### src/rtl/lcd_scan_ctrl.sv
module lcd_scan_ctrl #(
  parameter int AW = 16,
  parameter logic [AW-1:0] BASE = 16'hC000,
  parameter int BYTE_W = 5,
  parameter int ROW_W = 7
) (
  input  logic          clk,
  input  logic          rst_n,
  input  logic          cfg_we,
  input  logic [7:0]    cfg_data,
  input  logic          irq_ack,
  input  logic [7:0]    fb_rdata,
  output logic [AW-1:0] fb_addr,
  output logic [7:0]    col_data,
  output logic          col_load,
  output logic          row_clk,
  output logic          frame_mark,
  output logic          irq
);

  function automatic logic [BYTE_W-1:0] last_byte(input logic [1:0] sel);
    case (sel)
      2'd0: last_byte = BYTE_W'(9);
      2'd1: last_byte = BYTE_W'(11);
      2'd2: last_byte = BYTE_W'(15);
      default: last_byte = BYTE_W'(19);
    endcase
  endfunction

  function automatic logic [ROW_W-1:0] last_row(input logic [1:0] sel);
    case (sel)
      2'd0: last_row = ROW_W'(63);
      2'd1: last_row = ROW_W'(31);
      2'd2: last_row = ROW_W'(15);
      default: last_row = ROW_W'(84);
    endcase
  endfunction

  logic [1:0] pend_w, pend_h, act_w, act_h;
  logic [BYTE_W-1:0] byte_q;
  logic [ROW_W-1:0] row_q;
  logic ld_q, eol_q, r0_q, lr_q;

  wire eol  = byte_q == last_byte(act_w);
  wire lrow = row_q == last_row(act_h);

  assign col_load   = ld_q;
  assign col_data   = ld_q ? fb_rdata : 8'h00;
  assign row_clk    = ld_q & eol_q;
  assign frame_mark = row_clk & r0_q;

  always_ff @(posedge clk) begin
    if (!rst_n) begin
      pend_w  <= 2'd0;
      pend_h  <= 2'd0;
      act_w   <= 2'd0;
      act_h   <= 2'd0;
      byte_q  <= '0;
      row_q   <= '0;
      fb_addr <= BASE;
      ld_q    <= 1'b0;
      eol_q   <= 1'b0;
      r0_q    <= 1'b0;
      lr_q    <= 1'b0;
      irq     <= 1'b0;
    end else begin
      if (cfg_we) begin
        pend_w <= cfg_data[4:3];
        pend_h <= cfg_data[2:1];
      end
      ld_q  <= 1'b1;
      eol_q <= eol;
      r0_q  <= row_q == '0;
      lr_q  <= lrow;
      irq   <= (irq & ~irq_ack) | (row_clk & lr_q);
      if (eol) begin
        byte_q <= '0;
        if (lrow) begin
          row_q   <= '0;
          act_w   <= pend_w;
          act_h   <= pend_h;
          fb_addr <= BASE;
        end else begin
          row_q   <= row_q + 1'b1;
          fb_addr <= fb_addr + 1'b1;
        end
      end else begin
        byte_q  <= byte_q + 1'b1;
        fb_addr <= fb_addr + 1'b1;
      end
    end
  end

  a_r2_row_clk_on_load: assert property (@(posedge clk) disable iff (!rst_n)
    row_clk |-> col_load);
  a_r5_mark_needs_row_clk: assert property (@(posedge clk) disable iff (!rst_n)
    frame_mark |-> row_clk);
  a_r6_irq_held: assert property (@(posedge clk) disable iff (!rst_n)
    (irq && !irq_ack) |=> irq);
  a_r6_irq_set: assert property (@(posedge clk) disable iff (!rst_n)
    (row_clk && lr_q) |=> irq);
  a_r4_frame_restart: assert property (@(posedge clk) disable iff (!rst_n)
    (row_clk && lr_q) |-> fb_addr == BASE);
  a_r3_addr_step: assert property (@(posedge clk) disable iff (!rst_n)
    (col_load && !(row_clk && lr_q)) |-> fb_addr == $past(fb_addr) + 1'b1);

endmodule

### config.mk
export PLATFORM = sky130hd
export DESIGN_NAME = lcd_scan_ctrl
export DESIGN_NICKNAME = d
export VERILOG_FILES = /design/src/rtl/lcd_scan_ctrl.sv
export SDC_FILE = /design/constraint.sdc
export NUM_CORES = 1
export LEC_CHECK = 0
export BUFFER_PORTS_ARGS = -buffer_cell sky130_fd_sc_hd__buf_4
export CORE_ASPECT_RATIO = 1.75
export CORE_UTILIZATION = 59
export CTS_BUF_LIST = sky130_fd_sc_hd__clkbuf_8
export CTS_CLUSTER_SIZE = 12
export DETAILED_ROUTE_END_ITERATION = 8
export PLACE_DENSITY = 0.87
export SETUP_SLACK_MARGIN = 0.2
export SYNTH_ARGS = -nofsm -noshare
export SYNTH_HDL_FRONTEND = slang
export SYNTH_SLANG_ARGS = --single-unit
export TNS_END_PERCENT = 1
### constraint.sdc
create_clock -name clk -period 2.6 [get_ports clk]
set_input_delay 0.13 -clock clk [delete_from_list [all_inputs] [get_ports clk]]
set_output_delay 0.13 -clock clk [all_outputs]
set_load 0.02 [all_outputs]
== Word-level counts from Yosys, hierarchy flattened ==
Index checks and enable logic that the tools add are counted.

* Register bits after elaboration: 41
* Output and inout port bits: 28

* Add/subtract/negate cells: 3
* Reduce and logical (&&, ||, !) cells: 5
* Bitwise operators: 7
* Equal/unequal tests: 6
* Multiplexer cells: 7

{| class="wikitable"
|+ Operators with widths
! cell !! number
|-
| 16-bit two-way mux || 2
|-
| 7-bit one-hot mux with 3 select lines || 1
|-
| 16-bit by 1-bit adder with 16-bit output, second input constant || 1
|-
| 5-bit one-hot mux with 3 select lines || 1
|-
| 8-bit two-way mux || 1
|-
| 7-bit by 1-bit adder with 7-bit output, second input constant || 1
|-
| 7-bit equality test || 1
|-
| 7-bit logical NOT || 1
|-
| 7-bit two-way mux || 1
|-
| 5-bit by 1-bit adder with 5-bit output, second input constant || 1
|-
| 5-bit equality test || 1
|-
| 1-bit AND || 4
|-
| 2-bit by 1-bit equality test with 1-bit output, second input constant || 2
|-
| 2-bit equality test, second input constant || 2
|-
| 2-bit logical NOT || 2
|-
| 1-bit inverter || 2
|-
| 2-bit AND reduction || 1
|-
| 2-bit OR reduction || 1
|-
| 1-bit two-way mux || 1
|-
| 1-bit OR || 1
|}

== Logic depth before layout (Yosys ltp) ==
* Depth in word-level cells: 5
* Mapped depth: 8
* Mapped depth without buffers: 6

== Worst setup path after synthesis ==
Ideal clock, no wire load.

* Path kind: reg-to-reg
* Start point: reg row_q[4]
* End point: reg act_h[0]
* Buffers on the path: 2
* Arrival time: 1.714 ns
* Data required time: 2.528 ns
* Path slack: 0.814 ns
* Cell stages (with the launch flop): 8
* Clock period less this slack: 1.786 ns
* Library setup time: 0.072 ns
* Cell sequence: dfxtp_1 > buf_2 > or3b_1 > a211oi_2 > o221ai_2 > buf_6 > nor3_4 > mux2i_1

* Longest elaborated chain between the ends: 2

{| class="wikitable"
|+ Ends and longest elaborated chain
! item !! line !! source
|-
| start, declared || 41 || <nowiki>logic [ROW_W-1:0] row_q;</nowiki>
|-
| start signal, assigned || 84 || <nowiki>row_q <= row_q + 1'b1;</nowiki>
|-
| 7-bit equality test || 45 || <nowiki>wire lrow = row_q == last_row(act_h);</nowiki>
|-
| 2-bit AND reduction (no line) || n/a ||
|-
| end signal, assigned || 81 || <nowiki>act_h <= pend_h;</nowiki>
|-
| end, declared || 39 || <nowiki>logic [1:0] pend_w, pend_h, act_w, act_h;</nowiki>
|}

Every way passes these cells.
A chain may end at the register's enable or synchronous reset.

== Worst setup path after layout ==
* Start point: reg byte_q[2]
* End point: reg fb_addr[4]

* Longest elaborated chain between the ends: 2

{| class="wikitable"
|+ Ends and longest elaborated chain
! item !! line !! source
|-
| start, declared || 40 || <nowiki>logic [BYTE_W-1:0] byte_q;</nowiki>
|-
| start signal, assigned || 88 || <nowiki>byte_q <= byte_q + 1'b1;</nowiki>
|-
| 5-bit equality test || 44 || <nowiki>wire eol = byte_q == last_byte(act_w);</nowiki>
|-
| 16-bit two-way mux || 76 || <nowiki>if (eol) begin</nowiki>
|-
| end signal, assigned || 85 || <nowiki>fb_addr <= fb_addr + 1'b1;</nowiki>
|-
| end signal, assigned || 89 || <nowiki>fb_addr <= fb_addr + 1'b1;</nowiki>
|-
| end, declared || 13 || <nowiki>output logic [AW-1:0] fb_addr,</nowiki>
|}

Every way passes these cells.

==> flow_summary_export.csv <==
group,metric,value,unit
power_and_ir_drop,peakVddDrop,0.4741,mV
power_and_ir_drop,power.switching,294.6,uW
floorplan,start_util,0.6137,
global_routing,grt_pass1_vias,1603,
sta,tns,0,ns
worst_setup_path,critical_path_class,"flip-flop to flip-flop",
worst_setup_path,cp.arrival,2.14,ns
global_routing,gr-total-overflow,0,
route,post_drt_wl_per_cell,13.10,um
worst_hold_path,hold_class,"input port to flip-flop",
clock_network,h-tree-depth,2,
worst_setup_path,path_max_fanout,16,
route,drcViolationCount,0,
floorplan,die_height,77.63,um
worst_setup_path,slowest_delay,0.61,ns
clock_network,cts.reportedPaths.clkPinSlew,0.08,ns
synthesis,synthesis.instances,217,
sta,tightest_slew,0.6492,ns
sta,fin_crit_sh,0.7603,
sta,hold_slack,0.06676,ns
floorplan,fp.dieArea,0.003510,mm^2
clock_network,cts_buffer_depth,2,
synthesis,synth_largest_area_cell,"dfxtp_1",
synthesis,avgSynthCellArea,8.885,um^2
worst_setup_path,r2r_cells,5,
synthesis,synth_area_leaders,"dfxtp_1 43%, nor2_1 5.5%, mux2i_1 4.7%",
synthesis,synth_edf_count,0,
worst_setup_path,startpoint,"byte_q[2]$_SDFF_PP0_",
synthesis,synth.distinct_cells,41,
synthesis,synth_top_area_frac,0.4257,
worst_setup_path,reg2reg_slack,0.62,ns
floorplan,core,0.003142,mm^2
route,wl,3957,um
route,antenna_left,0,
sta,grt_setup_unrepaired,"false",
sta,max_freq,0.5059,GHz
power_and_ir_drop,power,1300,uW
clock_network,cts_sinks,41,
route,drt_first_pass_iters,4,
worst_setup_path,crit_chain,"nor2_1 -> o22ai_1 -> or3_1 -> o31ai_4 -> nor2_1",
finish,fin_nets,282,
synthesis,synth_nets,241,
power_and_ir_drop,combPwrFrac,0.089,
power_and_ir_drop,p_leak,0.0009537,uW
global_routing,grt_max_degree,22,
placed_design,place_congestion,0.8714,
finish,area_delta_synth_final,22.58,%
synthesis,synth-main-ff-cell,"dfxtp_1",
worst_setup_path,crit_required,2.76,ns
clock_network,hold_buffers,0,
global_routing,grt_usage,0.2510,
global_routing,antenna_found_initial,0,
worst_setup_path,crit_path_end_kind,"flip-flop",
clock_network,cts_resized,0,
synthesis,yosysWarnings,0,
synthesis,yosys_register_bits,41,
clock_network,cts_root_buf,"clkbuf_8",
placed_design,port_buffers,43,
worst_setup_path,critical_path.endpoint,"fb_addr[4]$_SDFF_PN0_",
power_and_ir_drop,clkPwrFrac,0.402,
route,vias,1676,
power_and_ir_drop,intPower,1005,uW
clock_network,numCtsBuffers,5,
synthesis,ys_seq_area_frac,0.4257,
worst_setup_path,crit_top_cell,"nor2_1",
flow_run,drv_cap,0,
floorplan,placementRows,27,
route,via_per_inst,5.550,
clock_network,insertion_delay,0.30,ns
worst_setup_path,r2r-start,"byte_q[2]$_SDFF_PP0_",
worst_setup_path,r2r_end,"fb_addr[4]$_SDFF_PN0_",
sta,period_minus_slack,1.977,ns
placed_design,dpl.hpwl,2907,um
run_status,status,"complete, no violations",
sta,skew,0.009437,ns
floorplan,num_io_pins,48,
route,drt_iter0_markers,27,
global_routing,grt_pass1_wl,6506,um
sta,relSlewSlack,0.5639,
power_and_ir_drop,seqPwrFrac,0.509,
power_and_ir_drop,swShare,0.2266,
synthesis,netlist_area,0.001928,mm^2
clock_network,cts_tree,"built",
sta,finalHoldViolCount,0,
sta,slew_viol_final,0,
finish,diodes,0,
synthesis,async_flop_share,0,
power_and_ir_drop,power_density,550.0,mW/mm^2
finish,final_layout_size_suffix_gt1_frac,0.2162,
worst_setup_path,start_kind,"flip-flop",
sta,setup_viol_count_final,0,
floorplan,die_x,45.22,um
clock_network,post-cts-setup-buffer-count,0,
worst_setup_path,slowest_stage,"o31ai_4",
-- cell usage after synthesis, drive strengths merged (5+ instances only) --
cell type	instances
buf	5
nor3	8
xnor2	8
mux2i	9
nand2	22
inv	5
nor2	28
and2	9
xor2	9
and3	5
nand3	14
dfxtp	41
nand4	7
clkbuf	5
-- per-layer routing --
| layer | vias up | GRT usage | share of wire |
|---|---|---|---|
| li1 | 840 | - | - |
| met1 | 782 | 0.2141 | 0.36 |
| met2 | 40 | 0.4710 | 0.56 |
| met3 | 14 | 0.04419 | 0.030 |
| met4 | 0 | 0.1788 | 0.046 |
| met5 | - | 0 | 0 |
-- final cells by class --
type                            count  area (um^2)
Inverter                            6        22.52
Multi-Input combinational cell    160         1020
Timing Repair Buffer               44        330.3
Tap cell                           43        53.80
Fill cell                         242        778.2
Clock inverter                      2        33.78
Sequential cell                    41        820.8
Clock buffer                        6        82.58
-- worst min-delay path by stage --
stage                     start                endpoint  cells after the start
global placement    cfg_data[1]  pend_h[0]$_SDFFE_PN0P_                      3
finish              cfg_data[4]  pend_w[1]$_SDFFE_PN0P_                      3
detailed placement  cfg_data[2]  pend_h[1]$_SDFFE_PN0P_                      3
CTS                 cfg_data[2]  pend_h[1]$_SDFFE_PN0P_                      3
global route        cfg_data[2]  pend_h[1]$_SDFFE_PN0P_                      3
floorplan                 rst_n        col_load$_DFF_P_                      0
-- stage by stage --
step	area (um^2)	std cells	setup WS (ns)	util
2_1_floorplan	1928	217	0.8139	-
3_3_place_gp	2247	294	0.6578	0.7153
3_5_place_dp	2247	294	0.6479	0.7153
4_1_cts	2364	302	0.6238	0.7523
5_1_grt	2364	302	0.4887	0.7523
6_report	2364	302	0.6233	0.7523
-- cells in the final DEF (no fill, tap or decap), types with 3 or more instances in the layout --
cell and count:
mux2i_1 9, nor4_1 3, and2_1 9, buf_4 44, and3_1 5, ha_1 4, inv_1 6, nand3b_1 3
nand4_1 7, nand2b_1 3, xor2_1 9, clkbuf_8 6, nor2_1 28, nand2_1 22, o21ai_0 3, nand3_1 14
xnor2_1 8, nor3_1 7, dfxtp_1 41
-- flip-flops by register name, indices dropped and copies added (netlist names), 2 cells and up --
signal and cells:
pend_w 2, byte_q 5, row_q 7, act_w 2, pend_h 2, act_h 2, fb_addr 16
-- critical path: cells and delay by family, from the launching register on --
family | cells | cell delay [ns]
AO/OA/AOI/OAI | 2 | 0.71
flip-flops | 1 | 0.38
AND/OR/NAND/NOR | 3 | 0.75
-- cell families after synthesis --
| group | count (synthesis) | share of synthesized area |
|---|---|---|
| simple gates | 111 | 0.2979 |
| flops | 41 | 0.4257 |
| compound gates | 19 | 0.08111 |
| xor+xnor | 17 | 0.07723 |
| buf+inv | 16 | 0.04542 |
| mux | 9 | 0.04672 |
| fa+ha+maj | 4 | 0.02596 |
-- power by group through the flow --
stage	clock network, uW	logic [uW]	registers, uW
3_5_place_dp	0	116	675
5_1_grt	553	126	664
6_report	523	116	661
3_3_place_gp	0	113	675
4_1_cts	526	116	661
2_1_floorplan	0	73.3	676
Note: power is estimated with default switching activity, not from simulation.
